[config.mk]
export PLATFORM = sky130hd
export DESIGN_NAME = sector_guard
export DESIGN_NICKNAME = d
export VERILOG_FILES = /design/src/rtl/sg_pkg.sv /design/src/rtl/sg_prot_bank.sv /design/src/rtl/sg_nv_merge.sv /design/src/rtl/sg_fsm.sv /design/src/rtl/sector_guard.sv
export SDC_FILE = /design/constraint.sdc
export NUM_CORES = 1
export LEC_CHECK = 0
export ABC_CLOCK_PERIOD_IN_PS = 3420
export BUFFER_PORTS_ARGS = -buffer_cell sky130_fd_sc_hd__buf_4
export CAP_MARGIN = 20
export CORE_MARGIN = 1
export CORE_UTILIZATION = 40
export DETAILED_ROUTE_END_ITERATION = 10
export MAX_ROUTING_LAYER = met4
export PLACE_DENSITY = 0.65
export RECOVER_POWER = 50
export SYNTH_ARGS = -nofsm -noshare
export SYNTH_HDL_FRONTEND = slang
export SYNTH_SLANG_ARGS = --single-unit
export TNS_END_PERCENT = 10
[constraint.sdc]
create_clock -name clk -period 3.42 [get_ports clk]
set_input_delay 0.684 -clock clk [delete_from_list [all_inputs] [get_ports clk]]
set_output_delay 0.684 -clock clk [all_outputs]
set_load 0.02 [all_outputs]
[src/rtl/sg_pkg.sv]
package sg_pkg;

    // Control states of the protection unit
    typedef enum logic [1:0] {
        ST_LOAD     = 2'd0,
        ST_READY    = 2'd1,
        ST_NV_READ  = 2'd2,
        ST_NV_WRITE = 2'd3
    } sg_state_t;

    // Request kind carried on req_op
    typedef enum logic {
        OP_PROGRAM = 1'b0,
        OP_ERASE   = 1'b1
    } sg_op_t;

    // Outcome of judging one request
    typedef enum logic [1:0] {
        V_NONE  = 2'd0,
        V_ALLOW = 2'd1,
        V_DENY  = 2'd2
    } sg_verdict_t;

endpackage

[src/rtl/sg_prot_bank.sv]
// Volatile per-sector lock bits: reset to locked, loaded once on request.
module sg_prot_bank #(
    parameter int NUM_SECTORS = 32,
    parameter int SECT_W      = 5
) (
    input  logic                   clk,
    input  logic                   rst_n,
    input  logic                   load_en,
    input  logic [NUM_SECTORS-1:0] load_word,
    input  logic [SECT_W-1:0]      sector,
    output logic                   locked
);

    logic [NUM_SECTORS-1:0] lock_q;

    // One flop per sector, each forced to the locked value by reset
    for (genvar g = 0; g < NUM_SECTORS; g++) begin : g_lock
        always_ff @(posedge clk or negedge rst_n) begin
            if (!rst_n) begin
                lock_q[g] <= 1'b1;
            end else if (load_en) begin
                lock_q[g] <= load_word[g];
            end
        end
    end

    // Indices without a sector behind them read as locked
    always_comb begin
        locked = 1'b1;
        for (int i = 0; i < NUM_SECTORS; i++) begin
            if (sector == SECT_W'(i)) begin
                locked = lock_q[i];
            end
        end
    end

endmodule

[src/rtl/sg_nv_merge.sv]
// Holds the pending program pattern and builds the clear-only write word.
module sg_nv_merge #(
    parameter int NUM_SECTORS = 32
) (
    input  logic                   clk,
    input  logic                   rst_n,
    input  logic                   pend_capture,
    input  logic [NUM_SECTORS-1:0] pend_word,
    input  logic                   merge_capture,
    input  logic [NUM_SECTORS-1:0] stored_word,
    output logic [NUM_SECTORS-1:0] write_word
);

    logic [NUM_SECTORS-1:0] pend_q;
    logic [NUM_SECTORS-1:0] merge_q;

    always_ff @(posedge clk or negedge rst_n) begin
        if (!rst_n) begin
            pend_q <= '1;
        end else if (pend_capture) begin
            pend_q <= pend_word;
        end
    end

    // Programming can only pull bits low: AND with what is stored now
    always_ff @(posedge clk or negedge rst_n) begin
        if (!rst_n) begin
            merge_q <= '1;
        end else if (merge_capture) begin
            merge_q <= stored_word & pend_q;
        end
    end

    assign write_word = merge_q;

endmodule

[src/rtl/sg_fsm.sv]
// Control state machine: initial load, request judging, protection-word update.
module sg_fsm
    import sg_pkg::*;
(
    input  logic      clk,
    input  logic      rst_n,
    input  logic      req_valid,
    input  logic      req_op,
    input  logic      req_nvp,
    input  logic      sector_locked,
    input  logic      nv_rd_ack,
    input  logic      nv_wr_ack,
    output logic      busy,
    output logic      nv_rd_req,
    output logic      nv_wr_req,
    output logic      vol_load,
    output logic      pend_capture,
    output logic      merge_capture,
    output logic      grant,
    output logic      err
);

    sg_state_t   state_q, state_d;
    sg_verdict_t verdict;
    logic        write_done;
    logic        grant_d, err_d;

    // State register
    always_ff @(posedge clk or negedge rst_n) begin
        if (!rst_n) begin
            state_q <= ST_LOAD;
        end else begin
            state_q <= state_d;
        end
    end

    // Next-state logic
    always_comb begin
        state_d = state_q;
        unique case (state_q)
            ST_LOAD: begin
                if (nv_rd_ack) state_d = ST_READY;
            end
            ST_READY: begin
                if (req_valid && req_nvp && sg_op_t'(req_op) == OP_PROGRAM) begin
                    state_d = ST_NV_READ;
                end
            end
            ST_NV_READ: begin
                if (nv_rd_ack) state_d = ST_NV_WRITE;
            end
            ST_NV_WRITE: begin
                if (nv_wr_ack) state_d = ST_READY;
            end
            default: state_d = ST_LOAD;
        endcase
    end

    // Request judgement: only the ready state can allow anything
    always_comb begin
        verdict = V_NONE;
        if (req_valid) begin
            unique case (state_q)
                ST_READY: begin
                    if (req_nvp) begin
                        verdict = (sg_op_t'(req_op) == OP_ERASE) ? V_DENY : V_NONE;
                    end else begin
                        verdict = sector_locked ? V_DENY : V_ALLOW;
                    end
                end
                default: verdict = V_DENY;
            endcase
        end
    end

    // Outputs decoded from the state and handshakes
    always_comb begin
        busy          = 1'b1;
        nv_rd_req     = 1'b0;
        nv_wr_req     = 1'b0;
        vol_load      = 1'b0;
        pend_capture  = 1'b0;
        merge_capture = 1'b0;
        write_done    = 1'b0;
        unique case (state_q)
            ST_LOAD: begin
                nv_rd_req = 1'b1;
                vol_load  = nv_rd_ack;
            end
            ST_READY: begin
                busy         = 1'b0;
                pend_capture = req_valid && req_nvp && sg_op_t'(req_op) == OP_PROGRAM;
            end
            ST_NV_READ: begin
                nv_rd_req     = 1'b1;
                merge_capture = nv_rd_ack;
            end
            ST_NV_WRITE: begin
                nv_wr_req  = 1'b1;
                write_done = nv_wr_ack;
            end
            default: begin
                busy = 1'b1;
            end
        endcase
        grant_d = (verdict == V_ALLOW) || write_done;
        err_d   = (verdict == V_DENY);
    end

    // Registered one-cycle response pulses
    always_ff @(posedge clk or negedge rst_n) begin
        if (!rst_n) begin
            grant <= 1'b0;
            err   <= 1'b0;
        end else begin
            grant <= grant_d;
            err   <= err_d;
        end
    end

endmodule

[src/rtl/sector_guard.sv]
// Sector modify-protection unit top level.
module sector_guard #(
    parameter int NUM_SECTORS = 32,
    parameter int DATA_W      = 64,
    parameter int SECT_W      = (NUM_SECTORS > 1) ? $clog2(NUM_SECTORS) : 1
) (
    input  logic                   clk,
    input  logic                   rst_n,
    input  logic                   req_valid,
    input  logic                   req_op,
    input  logic                   req_nvp,
    input  logic [SECT_W-1:0]      req_sector,
    input  logic [DATA_W-1:0]      req_data,
    output logic                   grant,
    output logic                   err,
    output logic                   busy,
    output logic                   nv_rd_req,
    input  logic                   nv_rd_ack,
    input  logic [NUM_SECTORS-1:0] nv_rd_data,
    output logic                   nv_wr_req,
    output logic [NUM_SECTORS-1:0] nv_wr_data,
    input  logic                   nv_wr_ack
);

    localparam int HI_W = DATA_W - NUM_SECTORS;

    logic sector_locked;
    logic vol_load;
    logic pend_capture;
    logic merge_capture;

    // Upper data bits carry nothing for this unit
    if (HI_W > 0) begin : g_hi
        logic unused_hi;
        assign unused_hi = ^req_data[DATA_W-1:NUM_SECTORS];
    end

    sg_fsm u_fsm (
        .clk           (clk),
        .rst_n         (rst_n),
        .req_valid     (req_valid),
        .req_op        (req_op),
        .req_nvp       (req_nvp),
        .sector_locked (sector_locked),
        .nv_rd_ack     (nv_rd_ack),
        .nv_wr_ack     (nv_wr_ack),
        .busy          (busy),
        .nv_rd_req     (nv_rd_req),
        .nv_wr_req     (nv_wr_req),
        .vol_load      (vol_load),
        .pend_capture  (pend_capture),
        .merge_capture (merge_capture),
        .grant         (grant),
        .err           (err)
    );

    sg_prot_bank #(
        .NUM_SECTORS (NUM_SECTORS),
        .SECT_W      (SECT_W)
    ) u_bank (
        .clk       (clk),
        .rst_n     (rst_n),
        .load_en   (vol_load),
        .load_word (nv_rd_data),
        .sector    (req_sector),
        .locked    (sector_locked)
    );

    sg_nv_merge #(
        .NUM_SECTORS (NUM_SECTORS)
    ) u_merge (
        .clk           (clk),
        .rst_n         (rst_n),
        .pend_capture  (pend_capture),
        .pend_word     (req_data[NUM_SECTORS-1:0]),
        .merge_capture (merge_capture),
        .stored_word   (nv_rd_data),
        .write_word    (nv_wr_data)
    );

endmodule

Word level (Yosys, flattened, before mapping)
Index checks and enable logic that the tools add are counted.
{"block": "word_totals", "word_cells": 135, "inputBits": 108, "output_inout_bits": 37, "reg_bits": 100}
{"block": "op_classes", "n_reduce_logical": 7, "n_mux": 49, "bitwise_logic": 2, "n_eq_ne": 40}
{"cell": "5-bit equality test, second input constant", "count": 16}
{"cell": "5-bit by 4-bit equality test with 1-bit output, second input constant", "count": 8}
{"cell": "1-bit 2-to-1 mux", "count": 39}
{"cell": "32-bit bitwise AND", "count": 1}
{"cell": "5-bit by 3-bit equality test with 1-bit output, second input constant", "count": 4}
{"cell": "2-bit 2-to-1 mux", "count": 9}
{"cell": "5-bit by 2-bit equality test with 1-bit output, second input constant", "count": 2}
{"cell": "2-bit one-hot mux with 4 select lines", "count": 1}
{"cell": "2-bit equality test, second input constant", "count": 3}
{"cell": "2-bit inequality test, second input constant", "count": 3}
{"cell": "5-bit by 1-bit equality test with 1-bit output, second input constant", "count": 1}
{"cell": "5-bit zero test", "count": 1}
{"cell": "2-bit by 1-bit equality test with 1-bit output, second input constant", "count": 2}
{"cell": "4-bit AND reduction", "count": 1}
{"cell": "1-bit logical AND", "count": 2}
{"cell": "2-bit zero test", "count": 1}
{"cell": "2-bit by 1-bit inequality test with 1-bit output, second input constant", "count": 1}
{"cell": "2-bit OR reduction", "count": 1}
{"cell": "1-bit logical OR", "count": 1}
{"cell": "1-bit inverter", "count": 1}

Depth between registers and ports, before layout
Gate-level depths: netlist of the first run.
{"block": "depth", "ltp_word": 39, "mapped_depth": 8, "depth_no_buf": 7}

Hierarchy
A second synthesis of the first run with hierarchy kept.
{"block": "unflattened", "cells_unflattened": 389, "area_unflattened_um2": 4799.6}
{"mod": "sg_nv_merge", "seq_area_each_um2": 1681.6, "n_inst": 1, "area_per_inst_um2": 2701.3, "cells_per_inst": 203}
{"mod": "sg_prot_bank", "seq_area_each_um2": 840.8, "n_inst": 1, "area_per_inst_um2": 1810.5, "cells_per_inst": 158}
{"mod": "sg_fsm", "seq_area_each_um2": 100.1, "n_inst": 1, "area_per_inst_um2": 287.8, "cells_per_inst": 28}

Least setup slack after synthesis of the first run
Ideal clock, no wire load.
{"block": "synth_timing", "kind": "in2reg", "from": "in req_sector[3]", "to": "reg u_fsm.grant", "stages": 7, "required_time_ns": 3.299, "n_path_buf": 1, "t_arrival_ns": 1.961, "setup_slack_ns": 1.338, "setup_time_ns": 0.121, "path_cell_list": "clkbuf_2 -> or2b_1 -> a211o_1 -> a211oi_2 -> o21ai_1 -> a21o_1 -> a32o_1"}
{"block": "synth_between", "elab_chain_len": 39, "elab_cells_between_ends": 70, "classes_between": "eq/ne (32); mux (36); reduce/logical (2)"}
{"element": "start: declaration", "line_no": "sector_guard.sv:12", "rtl": "input logic [SECT_W-1:0] req_sector,"}
{"element": "5-bit zero test", "line_no": "sg_prot_bank.sv:31", "rtl": "if (sector == SECT_W'(i)) begin"}
{"element": "1-bit 2-to-1 mux (31 in series)", "line_no": "sg_prot_bank.sv:31"}
{"element": "1-bit 2-to-1 mux *", "line_no": "sg_prot_bank.sv:31"}
{"element": "2-bit 2-to-1 mux *", "line_no": "sg_fsm.sv:68", "rtl": "verdict = sector_locked ? V_DENY : V_ALLOW;"}
{"element": "2-bit 2-to-1 mux *", "line_no": "sg_fsm.sv:65", "rtl": "if (req_nvp) begin"}
{"element": "2-bit 2-to-1 mux *", "line_no": "sg_fsm.sv:63", "rtl": "unique case (state_q)"}
{"element": "2-bit 2-to-1 mux *", "line_no": "sg_fsm.sv:62", "rtl": "if (req_valid) begin"}
{"element": "2-bit by 1-bit equality test with 1-bit output *", "line_no": "sg_fsm.sv:106", "rtl": "grant_d = (verdict == V_ALLOW) || write_done;"}
{"element": "1-bit logical OR *", "line_no": "sg_fsm.sv:106"}
{"element": "via u_fsm.grant_d", "line_no": "sg_fsm.sv:26", "rtl": "logic grant_d, err_d;"}
{"element": "end signal: assignment", "line_no": "sg_fsm.sv:116", "rtl": "grant <= grant_d;"}
{"element": "end: declaration", "line_no": "sg_fsm.sv:19", "rtl": "output logic grant,"}
Mark *: on every way through the listed nets, which the timed path passes. The rest lies on a longest branch.
A chain may end at the register's enable or synchronous reset.

==> metrics, run 1 <==
clock transition at the registers of the reported paths=around 0.060 ns; syn avg cell area=12.0 sq um; number of cells on the worst hold path=2; Initial DRT Pass Iterations=4; met1 usage=23.8%; GRT Overall Usage=about 18%; overall power=5.20 mW; DP Area=5510 sq um; H-tree levels=3; worst r2r path cells=5; Slowest-stage cell, CP=clkbuf_2; Max IR drop VDD=0.000428 V; Final Hold Viols=0; die height=~110 microns; Placed Cells=615; arrival time at the worst endpoint=2.78 ns; Crit Path Max Fanout=49; P per Cell Area=between 800 and 900 nW/um^2; Synth Warn #=0; layout cells sized above 1=57.5%; outcome=finished, final reports clean; critical path type=primary input to asynchronous set/reset pin; Avg Vias per Cell=4.97; CP Buf/Inv Count=2; Area Growth Syn to Fin=27.8%; Clock Latency Late Sink=0.34 ns; met2 Use GR=around 29%; CP peak stage delay=1.06 ns; core region area=11000 sq um; finished layout cell area=5820 sq um; Avg WL per Cell=15.3 microns; Final Util=53.0%; Max Fclk=428 MHz; Die Width=109 microns; Antenna Cells=0; Num Clock Sinks=100; synth top area cells=dfstp_2, mux2_2, nand2_1; final period utilization=68.3%; Slew @ Worst Pin=1.41 ns; sequential share of the synthesized area=57.6%; Crit. End Element=asynchronous set/reset pin; Leak=about 2.5 nW; crit path time final=~2.3 ns; Min Hold Slack=0.469 ns; crit-path cells=clkbuf_1 > clkbuf_2; area leader, netlist=dfstp_2; first-pass GRT wire length=15900 microns; RD Place Congestion=0.736; RR Startpoint=u_fsm.state_q[1]; Clock Tree Buf Depth=2; final setup fails=0; PortBufs=112; Post-DP HPWL=between 6000 and 7000 microns; RSZ-0062 raised after global routing=no; clock skew=0.00866 ns; ANT nets after route=0; Initial Util=41.5%; Hold EP=u_merge.write_word[16]; HP Class=register to register; gr ovfl total=0; hold buffer count at cts=0; post-synth top area share=55.4%; ys flop type=dfstp_2; Die ar.=11800 sq um; grt met3 use=3.29%; CP delay by family, top=buffers and inverters; initial antenna violation count=0; final cell count without fillers=around 630; TritonCTS Buffers=9; CTS tree=done; Async SR Flop Fraction=between 90% and 100%; Post-synth top cells=dfstp_2, nand2_1, mux2_2; Synth cell types=49; Slew headroom=5.99%; vias after detailed routing=3143; Final Max Slew Viols=0; DRT Wirelength=9660 microns; Synth Cell Area=~4600 sq um; reg2reg end=u_merge.pend_q[29]; Register-to-Register Setup Slack=1.42 ns; nets=600; final worst slack=1.08 ns; vias in the first global route=3233; Worst Setup SP=rst_n; Startpoint Class=primary input; syn_nets=492; Max Cap Violations=0; setup tns final=0 ns; Critical Path RT=3.86 ns; pin count of the biggest net entering global routing=65; Hold Path Origin=u_merge.pend_q[16]; remaining design rule violation count=0; Post-synth EDFFs=0; PostCTS Resize Cnt=0; setup bufs post-CTS=0; count leader, synth=dfstp_2; Core Rows=38; Top Usage Layer GRT=met2; clock root cell=clkbuf_16; io pins=145; drt initial violations=119; Yosys reg bits=100; Post-Syn Instances=approximately 380; Setup WS pre-CTS=0.970 ns
==> flip-flops by register name, summed over array words and instances (netlist names) <==
signal	flops
u_merge.pend_q	32
u_bank.lock_q	32
u_fsm.err	1
u_fsm.state_q	2
u_fsm.grant	1
u_merge.write_word	32
==> metal layers <==
metal | vias up | share of wire [%]
li1 | 1532 | -
met1 | 1520 | 46
met2 | 77 | 49
met3 | 14 | 3.7
met4 | 0 | 1.4
met5 | - | 0
==> how the worst max path moves through the flow <==
stage	endpoint	slack [ns]	depth (start not counted)
after floorplan	u_fsm.grant	1.34	7
after global placement	u_fsm.grant	1.0	7
after detailed placement	u_fsm.grant	0.97	7
after CTS	nv_rd_req	1.16	4
after global routing	u_bank.lock_q[15]	0.66	2
final	u_bank.lock_q[10]	1.08	2
==> logic make-up after synthesis <==
kind of cell	after synthesis	synth area share, %
AND/OR/NAND/NOR	103	10.6
flip-flops	100	57.6
multiplexers	73	18.3
AO/OA/AOI/OAI	71	9.43
buffers and inverters	27	2.75
adder cells (fa/ha/maj)	5	1.37
==> cells in the final DEF, fill, tap and decap left out, types with 4 or more instances in the layout <==
master     count
dfstp_2       96
nor2_1         4
ha_1           5
mux2_2        55
nand2_1       74
buf_4        109
nor2b_1        6
inv_1          7
dfrtp_1        4
mux2i_1        4
a21oi_1        7
o21ai_0       39
mux2_1        13
clkbuf_16      9
clkbuf_1       6
==> power breakdown <==
part | switching, mW | leakage, nW | internal (mW)
clock network | 0.443 | 0.145 | 0.592
logic | 0.835 | 1.30 | 0.845
registers | 0.318 | 1.05 | 2.16
==> final cells by class <==
type	count	area [sq um]
multi-input combinational	252	1810
sequential	100	2620
fill	991	5160
inverter	7	26.3
tap	140	175
clock buffer	10	239
timing repair buffer	117	873
clock inverter	6	71.3
No activity file was read; power rests on OpenSTA's default activity.
==> run 2, diff against run 1 <==
--- a/config.mk
+++ b/config.mk
@@ -5,7 +5,7 @@
 export SDC_FILE = /design/constraint.sdc
 export NUM_CORES = 1
 export LEC_CHECK = 0
-export ABC_CLOCK_PERIOD_IN_PS = 3420
+export ABC_CLOCK_PERIOD_IN_PS = 2260
 export BUFFER_PORTS_ARGS = -buffer_cell sky130_fd_sc_hd__buf_4
 export CAP_MARGIN = 20
 export CORE_MARGIN = 1
==> constraint.sdc (replaced) <==
create_clock -name clk -period 2.26 [get_ports clk]
set_input_delay 0.452 -clock clk [delete_from_list [all_inputs] [get_ports clk]]
set_output_delay 0.452 -clock clk [all_outputs]
set_load 0.02 [all_outputs]
==> run 2 against run 1 <==
  * Utilization is 0.14 points lower
  * Count of clock-buffer cells in the layout decreased by 1
  * Worst setup slack got worse by 0.82 ns
  * Via count fell by 0.70%
  * Sequential cell count stayed put
  * Largest cell class unchanged
  * Largest power group unchanged
  * Clock skew shrank 0.0012 ns
  * Worst hold slack worse by 0.14 ns
  * Final cell count grew 0.47%
  * Routed wire length fell by 2.2%
  * Critical path type is now register to primary output
  * Final area is 0.26% lower
==> metrics, run 2 (synthesized netlist as in run 1, its figures left out) <==
HP Class=primary input to register; Avg WL per Cell=14.9 microns; met3 WL=362 microns; clock transition at the registers of the reported paths=0.07 ns; Num Clock Sinks=100; Final Max Slew Viols=0; Leak=2.51 nW; leading cell type in the layout, fill and taps excluded=buf_4; Core Rows=38; clock skew=approximately 0.0075 ns; CTS tree=done; Critical Path RT=about 1.8 ns; CP peak stage delay=0.41 ns; PortBufs=112; gr ovfl total=0; Initial DRT Pass Iterations=4; Post-DP HPWL=6970 microns; RR Startpoint=u_fsm.state_q[0]; initial antenna violation count=0; Final Hold Viols=0; core region area=11000 sq um; Register-to-Register Setup Slack=0.40 ns; RD Place Congestion=0.769; Antenna Cells=0; hold buffer count at cts=0; Initial Util=41.5%; Max IR drop VDD=0.000858 V; critical path type=register to primary output; Clock Latency Late Sink=0.34 ns; Slowest-stage cell, CP=dfrtp_1; Crit. End Element=primary output; crit-path cells=inv_1 > ha_1 > or2_2 > buf_4; remaining design rule violation count=0; ANT nets after route=0; Die Width=roughly 110 microns; P per Cell Area=1330 nW/um^2; Max Fclk=500 MHz; worst r2r path cells=5; final setup fails=0; RSZ-0062 raised after global routing=no; reg2reg end=u_fsm.state_q[0]; pin count of the biggest net entering global routing=48; final period utilization=88.5%; Max Cap Violations=0; vias in the first global route=3195; Area Growth Syn to Fin=27.5%; Startpoint Class=register; crit path time final=2.00 ns; Clock Tree Buf Depth=2; GRT Overall Usage=17.8%; PostCTS Resize Cnt=0; io pins=145; Setup crit end=nv_rd_req; DRT Wirelength=9440 microns; Die ar.=11800 sq um; setup bufs post-CTS=0; Avg Vias per Cell=4.91; die height=109 microns; setup tns final=0 ns; routed length on met1=4370 microns; Slew @ Worst Pin=between 1 and 1.5 ns; TritonCTS Buffers=9; first-pass GRT wire length=15700 microns; Slew headroom=11.9%; outcome=finished, final reports clean; clock root cell=clkbuf_16; arrival time at the worst endpoint=1.55 ns; Final Util=a little over half; layout cells sized above 1=between 50% and 60%; Crit Path Max Fanout=4; Max Used Layer=met4; met2 routed WL=4640 microns; vias after detailed routing=3121; nets=603; Worst Setup SP=u_fsm.state_q[0]; H-tree levels=3; most frequent cells in the layout=buf_4, dfstp_2, nand2_1, mux2_2, o21ai_0; drt initial violations=126
-- run 2: final cells by class --
type / instances / area [sq um]
Timing Repair Buffer: 120 / 882
Tap cell: 140 / 175
Fill cell: 973 / 5180
Sequential cell: 100 / 2620
Clock inverter: 7 / 58.8
Multi-Input combinational cell: 252 / 1810
Clock buffer: 9 / 225
Inverter: 7 / 26.3
-- run 2: worst min path at each step --
stage                            start                 end  cells past startpoint
after floorplan                  rst_n           u_fsm.err                      0
after global placement           rst_n    u_fsm.state_q[0]                      1
after detailed placement         rst_n    u_fsm.state_q[1]                      1
after CTS                        rst_n    u_fsm.state_q[1]                      1
after global routing      req_data[28]  u_merge.pend_q[28]                      2
final                     req_data[28]  u_merge.pend_q[28]                      2
-- run 2: through the flow --
step	hold slack [ns]	cell area, sq um	instances	setup slack [ns]	power, mW
floorplan	0.156	4550	379	0.410	5.35
global placement	0.379	5550	619	0.184	6.24
detailed placement	0.383	5550	619	0.164	6.37
CTS	0.0153	5830	635	0.244	7.88
global route	0.315	5800	635	0.163	8.27
finish	0.325	5800	635	0.261	7.74
-- run 2: report_power, final --
part | internal [mW] | switching [mW] | leakage [nW]
Sequential | 3.27 | 0.472 | 1.05
Combinational | 1.28 | 1.26 | 1.32
Clock | 0.764 | 0.688 | 0.138
Total | 5.32 | 2.42 | 2.51
-- run 2: layer usage --
metal | up-vias | global-route usage (%)
met3 | 9 | 4.18
met2 | 69 | 27.8
met5 | - | -
met1 | 1504 | 23.3
li1 | 1539 | -
met4 | 0 | 4.34
-- run 2: critical path: cells and delay by family, from the launching register on --
kind                     cells  cell delay [ns]
adder cells (fa/ha/maj)      1             0.22
AND/OR/NAND/NOR              1             0.32
flip-flops                   1             0.41
buffers and inverters        2             0.26
==> run 3, diff against run 2 <==
--- a/config.mk
+++ b/config.mk
@@ -12,8 +12,7 @@
 export CORE_UTILIZATION = 40
 export DETAILED_ROUTE_END_ITERATION = 10
 export MAX_ROUTING_LAYER = met4
-export PLACE_DENSITY = 0.65
-export RECOVER_POWER = 50
+export PLACE_DENSITY = 0.61
 export SYNTH_ARGS = -nofsm -noshare
 export SYNTH_HDL_FRONTEND = slang
 export SYNTH_SLANG_ARGS = --single-unit
==> run 3 against run 2 <==
  * Register-to-register slack improved by 0.07 ns
  * Total power shrank 0.26%
  * Critical endpoint unchanged
  * Sequential power about the same
  * Final cell count grew 0.16%
  * Clock skew shrank 0.0019 ns
  * Sequential share of layout area shrank 0.21 points
  * Sequential cell count unchanged
==> metrics, run 3 (synthesized netlist as in run 1, its figures left out) <==
Area Growth Syn to Fin=28.1%; PostCTS Resize Cnt=0; layout cells sized above 1=58.7%; Final Max Slew Viols=0; routed length on met1=between 4000 and 5000 microns; critical path type=register to primary output; Max Used Layer=met4; ANT nets after route=0; Hold EP=u_merge.pend_q[6]; vias in the first global route=3186; TritonCTS Buffers=9; Clock Latency Late Sink=0.33 ns; Slew headroom=62.9%; Avg WL per Cell=14.9 microns; PortBufs=between 100 and 150; vias after detailed routing=3141; clock root cell=clkbuf_16; drt initial violations=163; Num Clock Sinks=100; Crit. End Element=primary output; Final Hold Viols=0; core region area=11000 sq um; nets=~600; final cell count without fillers=636; final worst slack=0.279 ns; clock transition at the registers of the reported paths=around 0.070 ns; Max Fclk=505 MHz; number of cells on the worst hold path=2; H-tree levels=3; Final Util=53.1%; RD Place Congestion=between 0.7 and 0.8; DP Area=5560 sq um; Antenna Cells=0; RSZ-0062 raised after global routing=no; RR Startpoint=u_bank.lock_q[18]; Register-to-Register Setup Slack=0.47 ns; Critical Path RT=1.81 ns; DRT Wirelength=9480 microns; setup tns final=0 ns; hold buffer count at cts=0; Placed Cells=620; Leak=2.52 nW; setup bufs post-CTS=0; finished layout cell area=5830 sq um; met2 routed WL=4460 microns; met3 WL=341 microns; most frequent cells in the layout=buf_4, dfstp_2, nand2_1, mux2_2, o21ai_0; Hold Path Origin=req_data[6]; io pins=about 150; initial antenna violation count=0; arrival time at the worst endpoint=1.53 ns; remaining design rule violation count=0; Die Width=approximately 110 microns; Post-DP HPWL=approximately 7000 microns; HP Class=primary input to register; P per Cell Area=1320 nW/um^2; Min Hold Slack=approximately 0.33 ns; Setup WS pre-CTS=0.224 ns; pin count of the biggest net entering global routing=45; final period utilization=roughly 88%; crit path time final=around 2.0 ns; Startpoint Class=register; final setup fails=0; Clock Tree Buf Depth=2; leading cell type in the layout, fill and taps excluded=buf_4; Avg Vias per Cell=4.94; outcome=finished, final reports clean; Core Rows=38; clock skew=0.00556 ns; Initial DRT Pass Iterations=4; Slew @ Worst Pin=approximately 0.56 ns; reg2reg end=u_fsm.grant; first-pass GRT wire length=15800 microns; Max Cap Violations=0; GRT Overall Usage=18.0%; gr ovfl total=0; Initial Util=41.5%; overall power=7.72 mW; worst r2r path cells=6; Max IR drop VDD=~0.00056 V; Crit Path Max Fanout=4; CTS tree=done; Die ar.=11800 sq um; die height=109 microns
==> run 3: power breakdown <==
group          internal [mW]  total [mW]  switching, mW
Sequential              3.27        3.75          0.477
Combinational           1.30        2.55           1.25
Clock                  0.778        1.41          0.635
Total                   5.36        7.72           2.36
==> run 3: worst max-delay path, cell delays in order, from the launching register on <==
cell	delay [ns]
dfrtp_1	0.39
inv_1	0.09
ha_1	0.22
or2_2	0.32
buf_4	0.16
==> run 3: per-layer routing <==
metal	global-route usage (%)	up-vias
met5	-	-
met4	5.79	0
met3	2.87	7
met2	28.1	81
met1	24.2	1512
li1	-	1541
==> run 3: worst max path at each step <==
stage / end / slack, ns / cells past startpoint / startpoint
final: nv_rd_req / 0.28 / 4 / u_fsm.state_q[0]
after CTS: nv_rd_req / 0.26 / 4 / u_fsm.state_q[0]
after global placement: u_fsm.grant / 0.20 / 7 / req_sector[0]
after global routing: nv_rd_req / 0.20 / 4 / u_fsm.state_q[0]
after floorplan: u_fsm.grant / 0.41 / 7 / req_sector[3]
after detailed placement: u_fsm.grant / 0.22 / 7 / req_sector[0]
==> run 3: area by class of cell <==
type | count | area (sq um)
fillers | 978 | 5150
flip-flops and latches | 100 | 2620
multi-input cells | 252 | 1810
repair buffers | 121 | 921
clock buffers | 13 | 250
well taps | 140 | 175
inverters | 7 | 26.3
clock inverters | 3 | 22.5
